--- config.mk ---
export PLATFORM = sky130hd
export DESIGN_NAME = adc_pair_seq
export DESIGN_NICKNAME = d
export VERILOG_FILES = /design/src/rtl/adc_pair_seq_pkg.sv /design/src/rtl/adc_pair_seq_dp.sv /design/src/rtl/adc_pair_seq_ctl.sv /design/src/rtl/adc_pair_seq.sv
export SDC_FILE = /design/constraint.sdc
export NUM_CORES = 1
export LEC_CHECK = 0
export BUFFER_PORTS_ARGS = -buffer_cell sky130_fd_sc_hd__buf_2
export CORE_AREA = 2 2 39 41
export DETAILED_ROUTE_END_ITERATION = 8
export DIE_AREA = 0 0 41 43
export PLACE_DENSITY = 0.69
export SLEW_MARGIN = 30
export SYNTH_ARGS = -nofsm -noshare
export SYNTH_HDL_FRONTEND = slang
export SYNTH_SLANG_ARGS = --single-unit
--- constraint.sdc ---
create_clock -name clk -period 2.5 [get_ports clk]
set_clock_uncertainty 0.2 [all_clocks]
set_input_delay 0.5 -clock clk [delete_from_list [all_inputs] [get_ports clk]]
set_output_delay 0.5 -clock clk [all_outputs]
set_load 0.05 [all_outputs]
--- src/rtl/adc_pair_seq_pkg.sv ---
`timescale 1ns/1ps
package adc_pair_seq_pkg;

  typedef enum logic {
    ST_IDLE = 1'b0,
    ST_CONV = 1'b1
  } seqState_e;

  // strobes from control to datapath
  typedef struct packed {
    logic accept;     // take a new pair, latch configuration
    logic pendSet;    // trigger seen while converting
    logic cntRun;     // advance the converter model
    logic phaseFlip;  // first conversion ends, move to second
  } seqStrobe_t;

  // state reported by the datapath
  typedef struct packed {
    logic ordQ;
    logic seqQ;
    logic deferQ;
    logic pendQ;
    logic cntFirst;
    logic cntLast;
    logic phase;
  } seqStat_t;

endpackage

--- src/rtl/adc_pair_seq_dp.sv ---
`timescale 1ns/1ps
module adc_pair_seq_dp
  import adc_pair_seq_pkg::*;
#(
  parameter int CONV_CYCLES = 4
) (
  input  logic       clk,
  input  logic       rstN,
  input  logic       orderIn,
  input  logic       seqSampIn,
  input  logic       sharedBusy,
  input  seqStrobe_t stb,
  output seqStat_t   stat
);

  localparam int CNT_W = (CONV_CYCLES < 2) ? 1 : $clog2(CONV_CYCLES);
  localparam logic [CNT_W-1:0] CNT_LAST = CNT_W'(CONV_CYCLES - 1);

  logic [CNT_W-1:0] cnt;
  logic ordQ, seqQ, deferQ, pendQ, phase;

  // configuration captured once per pair
  always_ff @(posedge clk or negedge rstN) begin
    if (!rstN) begin
      ordQ   <= 1'b0;
      seqQ   <= 1'b0;
      deferQ <= 1'b0;
    end else if (stb.accept) begin
      ordQ   <= orderIn;
      seqQ   <= seqSampIn;
      deferQ <= !seqSampIn && sharedBusy;
    end
  end

  // held trigger
  always_ff @(posedge clk or negedge rstN) begin
    if (!rstN)            pendQ <= 1'b0;
    else if (stb.accept)  pendQ <= 1'b0;
    else if (stb.pendSet) pendQ <= 1'b1;
  end

  // converter model: cycle counter and conversion phase
  always_ff @(posedge clk or negedge rstN) begin
    if (!rstN) begin
      cnt   <= '0;
      phase <= 1'b0;
    end else if (stb.accept) begin
      cnt   <= '0;
      phase <= 1'b0;
    end else if (stb.cntRun) begin
      if (cnt == CNT_LAST) cnt <= '0;
      else                 cnt <= cnt + 1'b1;
      if (stb.phaseFlip)   phase <= 1'b1;
    end
  end

  always_comb begin
    stat.ordQ     = ordQ;
    stat.seqQ     = seqQ;
    stat.deferQ   = deferQ;
    stat.pendQ    = pendQ;
    stat.cntFirst = (cnt == '0);
    stat.cntLast  = (cnt == CNT_LAST);
    stat.phase    = phase;
  end

endmodule

--- src/rtl/adc_pair_seq_ctl.sv ---
`timescale 1ns/1ps
module adc_pair_seq_ctl
  import adc_pair_seq_pkg::*;
#(
  parameter int PAIR_IDX    = 1,
  parameter int CH_W        = 4,
  parameter bit SHR_ON_EVEN = 1'b0
) (
  input  logic            clk,
  input  logic            rstN,
  input  logic            trig,
  input  logic            seqSampIn,
  input  logic            sharedBusy,
  input  seqStat_t        stat,
  output seqStrobe_t      stb,
  output logic            dedSample,
  output logic            shrSample,
  output logic            convStart,
  output logic [CH_W-1:0] chanSel,
  output logic            evenDone,
  output logic            oddDone,
  output logic            pairDone
);

  localparam logic [CH_W-1:0] EVEN_CH = CH_W'(2 * PAIR_IDX);

  seqState_e state, stateNxt;
  logic inConv, accept, curIsOdd, curIsShared, convEnd;

  assign inConv   = (state == ST_CONV);
  assign accept   = (state == ST_IDLE) && (trig || stat.pendQ);
  assign curIsOdd = stat.phase ^ stat.ordQ;
  assign convEnd  = inConv && stat.cntLast;

  // which input uses the shared sample-and-hold
  generate
    if (SHR_ON_EVEN) begin : gShrEven
      assign curIsShared = !curIsOdd;
    end else begin : gShrOdd
      assign curIsShared = curIsOdd;
    end
  endgenerate

  always_comb begin
    stateNxt = state;
    case (state)
      ST_IDLE: if (accept) stateNxt = ST_CONV;
      ST_CONV: if (convEnd && stat.phase) stateNxt = ST_IDLE;
      default: stateNxt = ST_IDLE;
    endcase
  end

  always_ff @(posedge clk or negedge rstN) begin
    if (!rstN) state <= ST_IDLE;
    else       state <= stateNxt;
  end

  always_comb begin
    stb.accept    = accept;
    stb.pendSet   = inConv && trig;
    stb.cntRun    = inConv;
    stb.phaseFlip = convEnd && !stat.phase;
  end

  always_comb begin
    dedSample = accept;
    convStart = inConv && stat.cntFirst;
    shrSample = (accept && !seqSampIn && !sharedBusy)
              | (convStart && !stat.phase && stat.deferQ)
              | (convStart && stat.seqQ && curIsShared);
    chanSel   = inConv ? (EVEN_CH | CH_W'(curIsOdd)) : EVEN_CH;
    evenDone  = convEnd && !curIsOdd;
    oddDone   = convEnd && curIsOdd;
    pairDone  = convEnd && stat.phase;
  end

endmodule

--- src/rtl/adc_pair_seq.sv ---
`timescale 1ns/1ps
module adc_pair_seq
  import adc_pair_seq_pkg::*;
#(
  parameter int CONV_CYCLES = 4,
  parameter int PAIR_IDX    = 1,
  parameter int CH_W        = 4,
  parameter bit SHR_ON_EVEN = 1'b0
) (
  input  logic            clk,
  input  logic            rstN,
  input  logic            trig,
  input  logic            orderIn,
  input  logic            seqSampIn,
  input  logic            sharedBusy,
  output logic            dedSample,
  output logic            shrSample,
  output logic            convStart,
  output logic [CH_W-1:0] chanSel,
  output logic            evenDone,
  output logic            oddDone,
  output logic            pairDone
);

  seqStrobe_t stb;
  seqStat_t   stat;

  adc_pair_seq_dp #(
    .CONV_CYCLES(CONV_CYCLES)
  ) uDp (
    .clk       (clk),
    .rstN      (rstN),
    .orderIn   (orderIn),
    .seqSampIn (seqSampIn),
    .sharedBusy(sharedBusy),
    .stb       (stb),
    .stat      (stat)
  );

  adc_pair_seq_ctl #(
    .PAIR_IDX   (PAIR_IDX),
    .CH_W       (CH_W),
    .SHR_ON_EVEN(SHR_ON_EVEN)
  ) uCtl (
    .clk       (clk),
    .rstN      (rstN),
    .trig      (trig),
    .seqSampIn (seqSampIn),
    .sharedBusy(sharedBusy),
    .stat      (stat),
    .stb       (stb),
    .dedSample (dedSample),
    .shrSample (shrSample),
    .convStart (convStart),
    .chanSel   (chanSel),
    .evenDone  (evenDone),
    .oddDone   (oddDone),
    .pairDone  (pairDone)
  );

endmodule

Word-level counts from Yosys, hierarchy flattened
Index checks and enable logic that the tools add are counted.
- muxes and demuxes: 12
- $add $sub $neg: 1
- bitwise logic cells: 4
- reductions and logical operators: 25
- eq/ne operators: 1
- operator list (cell ; count):
    1-bit logical AND ; 15
    1-bit two-way mux ; 8
    2-bit two-way mux ; 3
    2-bit nonzero test ; 3
    1-bit logical NOT ; 4
    2-bit by 1-bit adder with 2-bit output, second input constant ; 1
    2-bit equality test, second input constant ; 1
    2-bit logical NOT ; 1
    1-bit OR ; 2
    1-bit one-hot mux with 2 select lines ; 1
    2-bit AND reduction ; 1
    1-bit logical OR ; 1
    1-bit NOT ; 1
    1-bit XOR ; 1
- register bits after elaboration: 8
- logic and storage cells: 50
- bits of input ports: 6
- output and inout bits: 10

Logic depth before layout (Yosys ltp)
- word-level depth: 6
- gate-level depth with buffers: 4
- gate-level depth less buffers: 4

By module
A second synthesis with hierarchy kept.
- cell total of the unflattened synthesis: 54
- area total of the unflattened synthesis: 505.5 µm²
- by module, submodules not included (module ; seq. area each (µm²) ; area each (µm²) ; cells an instance ; instances):
    adc_pair_seq_dp ; 175.2 ; 340.3 ; 30 ; 1
    adc_pair_seq_ctl ; 25.0 ; 165.2 ; 24 ; 1

Least setup slack after synthesis
Ideal clock, no wire load.
- kind: register to output
- start: reg uDp.cnt[0]
- end: out shrSample
- slack: 0.342 ns
- required time: 1.800 ns
- buffers on the path: 0
- data arrival time: 1.458 ns
- cell stages (with the launch flop): 5
- cells stage by stage: dfrtp_1 > inv_1 > ha_1 > and2_1 > a21o_1
- longest elaborated chain between the ends: 6
- elaborated cells on any way between the ends: 8
- classes of those cells: bitwise (2); reduce/logical (6)
- ends and longest elaborated chain (item ; RTL line ; source):
    start, declared ; adc_pair_seq_dp.sv:19 ; logic [CNT_W-1:0] cnt;
    start signal, assigned ; adc_pair_seq_dp.sv:52 ; else cnt <= cnt + 1'b1;
    2-bit logical NOT (*) ; adc_pair_seq_dp.sv:62 ; stat.cntFirst = (cnt == '0);
    1-bit logical AND (*) ; adc_pair_seq_ctl.sv:67 ; convStart = inConv && stat.cntFirst;
    named net convStart ; adc_pair_seq.sv:18 ; output logic convStart,
    1-bit logical AND (2 in a row) ; adc_pair_seq_ctl.sv:69 ; | (convStart && !stat.phase && stat.deferQ)
    1-bit OR ; adc_pair_seq_ctl.sv:69 ;
    1-bit OR (*) ; adc_pair_seq_ctl.sv:70 ; | (convStart && stat.seqQ && curIsShared);
    end, declared ; adc_pair_seq.sv:17 ; output logic shrSample,
Mark *: on every way through the listed nets, which the timed path passes. The rest lies on a longest branch.

Worst setup path after layout
- start: reg uCtl.state (netlist: uCtl.inConv)
- end: out shrSample
- longest elaborated chain between the ends: 6
- elaborated cells on any way between the ends: 11
- classes of those cells: bitwise (3); reduce/logical (8)
- ends and longest elaborated chain (item ; RTL line ; source):
    start, declared ; adc_pair_seq_ctl.sv:27 ; seqState_e state, stateNxt;
    start signal, assigned ; adc_pair_seq_ctl.sv:55 ; else state <= stateNxt;
    1-bit NOT ; adc_pair_seq_ctl.sv:31 ; assign accept = (state == ST_IDLE) && (trig || stat.pendQ);
    1-bit logical AND ; adc_pair_seq_ctl.sv:31 ;
    1-bit logical AND (2 in a row) ; adc_pair_seq_ctl.sv:68 ; shrSample = (accept && !seqSampIn && !sharedBusy)
    1-bit OR ; adc_pair_seq_ctl.sv:69 ;
    1-bit OR (*) ; adc_pair_seq_ctl.sv:70 ;
Mark *: on every way between the ends. The rest lies on a longest branch, timed or not.

==> impl_metrics.ini <==
[clock_tree]
clock_path_buffers = 2
cts_made_buffers = 3
htree_levels = 1
cts_sinks = 8
post-cts-setup-buffers = 0
clkLatencyLatePin_ns = 0.26
cts-resized-gates = 0
ctsRootBufferMaster = clkbuf_4
clk_pin_slew_worst_paths_ns = 0.05
cts_tree = yes

[worst_setup_path]
crit_required_ns = 1.80
path_cells = o21bai_4 -> nor3_1 -> a21o_1 -> buf_2
worst_path_largest_cell_delay_ns = 0.46
cp_max_fo = 10
r2r_slack_ns = 1.16
arrival_ns = 1.47
path_class = reg -> out
cp-start-kind = flip-flop
critical_path.endpoint_type = primary output
critPathBufInv = 1
cp_top_family = flip-flops
slowest_stage = dfrtp_1

[timing]
rsz0062_at_grt = no
slew_violations = 0
setup_viol = 0
fin_tns_setup_ns = 0
period_needed_ns = 2.17
fin_crit_sh_pct = 87.0
timing.fmax_mhz = 460
finalHoldViolCount = 0

[drt]
dr.pass1.iters = 3
ant_nets = 0
wl_per_cell_um = 10.2
avgViaCountPerCell = 4.50
drt_iter0_markers = 8
remaining_drc_errors = 0
wirelength_um = 794
num_vias = 351

[finish]
syn_to_final_growth_pct = 17.8
fin_cells = 78
drive_gt1_share_pct = 29.0
diodes = 0
final_cell_mix = buf_2, nand2_1, dfrtp_1, o21ai_0
num-nets-final = 72
final_common_cell = buf_2
post-route-util_pct = 39.5

[placement]
port_buffers = 12
dp_cells = 74
dp_hpwl_um = 624
gp_congestion = 0.773

[global_route]
grt-ovfl-total = 0
grt_pass1_wl_um = 1350
grt_max_degree = 11
antenna_found_initial = 0
grt_pass1_vias = 319
grtUsageTotal_pct = 12.1

[synth]
synthTopCellsByArea = dfrtp_1, mux2_4, nand2_1
yosysUniqueCellTypes = 20
yosys.area.top_type = dfrtp_1
synth.avg_cell_area_um2 = 9.47
synth_warnings = 0
netlist_instances = 49
netlist_area_um2 = 464
yosysTopAreaCellShare_pct = 43.1
yosys_register_bits = 8
seq_area_frac_synth_pct = 43.1

[floorplan]
fp.dieW_um = 41
die_y_um = 43
coreArea_um2 = 1380
std_cell_rows = 14
io_pins = 16
initial_utilization_pct = 33.5
die_area_um2 = 1760

[status]
status = finished, final reports clean

[hold_path]
min_path_type = in -> reg

[flow_run]
drv_cap = 0
-- cells by family (layout without fill, tap and decap cells) --
| kind of cell | Yosys count | count (layout) | share of synthesized area, % |
|---|---|---|---|
| fa+ha+maj | 2 | 2 | 5.39 |
| flops | 8 | 8 | 43.1 |
| simple gates | 20 | 20 | 20.8 |
| buf+inv | 7 | 19 | 9.70 |
| xor+xnor | 1 | 1 | 1.89 |
| compound gates | 7 | 7 | 11.1 |
| other cells | 2 | 3 | 1.62 |
| mux | 2 | 2 | 6.47 |
-- path summary, 6_finish.rpt --
kind | startpoint | end | cells past startpoint
setup / recovery | uCtl.inConv$_DFF_PN0_ | shrSample | 4
hold / removal | orderIn | uDp.ordQ$_DFFE_PN0P_ | 2
setup reg to reg | uCtl.inConv$_DFF_PN0_ | uDp.seqQ$_DFFE_PN0P_ | 2
hold reg to reg | uDp.deferQ$_DFFE_PN0P_ | uDp.deferQ$_DFFE_PN0P_ | 2
max in group asynchronous | rstN | uDp.phase$_DFFE_PN0P_ | 2
min in group asynchronous | rstN | uDp.pendQ$_DFFE_PN0P_ | 2
-- stage by stage --
step,hold WS (ns),worst slack (ns),instance area (µm²)
6_report,0.280,0.326,547
5_1_grt,0.279,0.214,547
4_1_cts,0.275,0.283,547
3_5_place_dp,0.148,0.504,514
3_3_place_gp,0.147,0.535,514
2_1_floorplan,0.00441,0.342,468
-- repair_timing --
item / in CTS / in global routing
endpoints found under the hold margin: 8 / 0
endpoints found under the setup margin: 0 / 0
hold buffers: 1 / 0
-- metal layers --
layer | global-route usage, % | share of wire [%] | wire length, µm
met5 | 0 | 0 | 0
met4 | 14.0 | 4.9 | 39
met3 | 1.57 | 5.8 | 46
met2 | 16.3 | 46 | 364
met1 | 14.5 | 43 | 344
-- synth_stat cells --
| library cell | count |
|---|---|
| buf_6 | 1 |
| o21bai_4 | 1 |
| nand2_1 | 8 |
| and2_1 | 2 |
| a21o_1 | 1 |
| nor2b_1 | 2 |
| ha_1 | 2 |
| nor2_1 | 3 |
| o21ai_0 | 4 |
| nand3b_1 | 1 |
| dfrtp_1 | 8 |
| conb_1 | 2 |
| inv_1 | 3 |
| buf_4 | 3 |
| xor2_1 | 1 |
| and3_1 | 1 |
| nor3_1 | 2 |
| a21oi_1 | 1 |
| nand2b_1 | 1 |
| mux2_4 | 2 |
-- worst reg2reg max path: stages, from the launching register on --
cell	delay, ns
dfrtp_1	0.48
o21bai_4	0.22
mux2_4	0.32
-- layout make-up --
class	count	area, µm²
multi-input cells	35	223
flip-flops and latches	8	200
well taps	16	20.0
inverters	3	11.3
clock buffers	3	22.5
repair buffers	13	70.1
fillers	140	837
-- sequential cells by signal, summed over array words and instances, names as in the netlist --
signal,flops
uCtl.inConv,1
uDp.pendQ,1
uDp.seqQ,1
uDp.deferQ,1
uDp.ordQ,1
uDp.cnt,2
uDp.phase,1
Power is not shown: default switching activity piles up to over one toggle a cycle in this logic, so the estimate is an artifact.
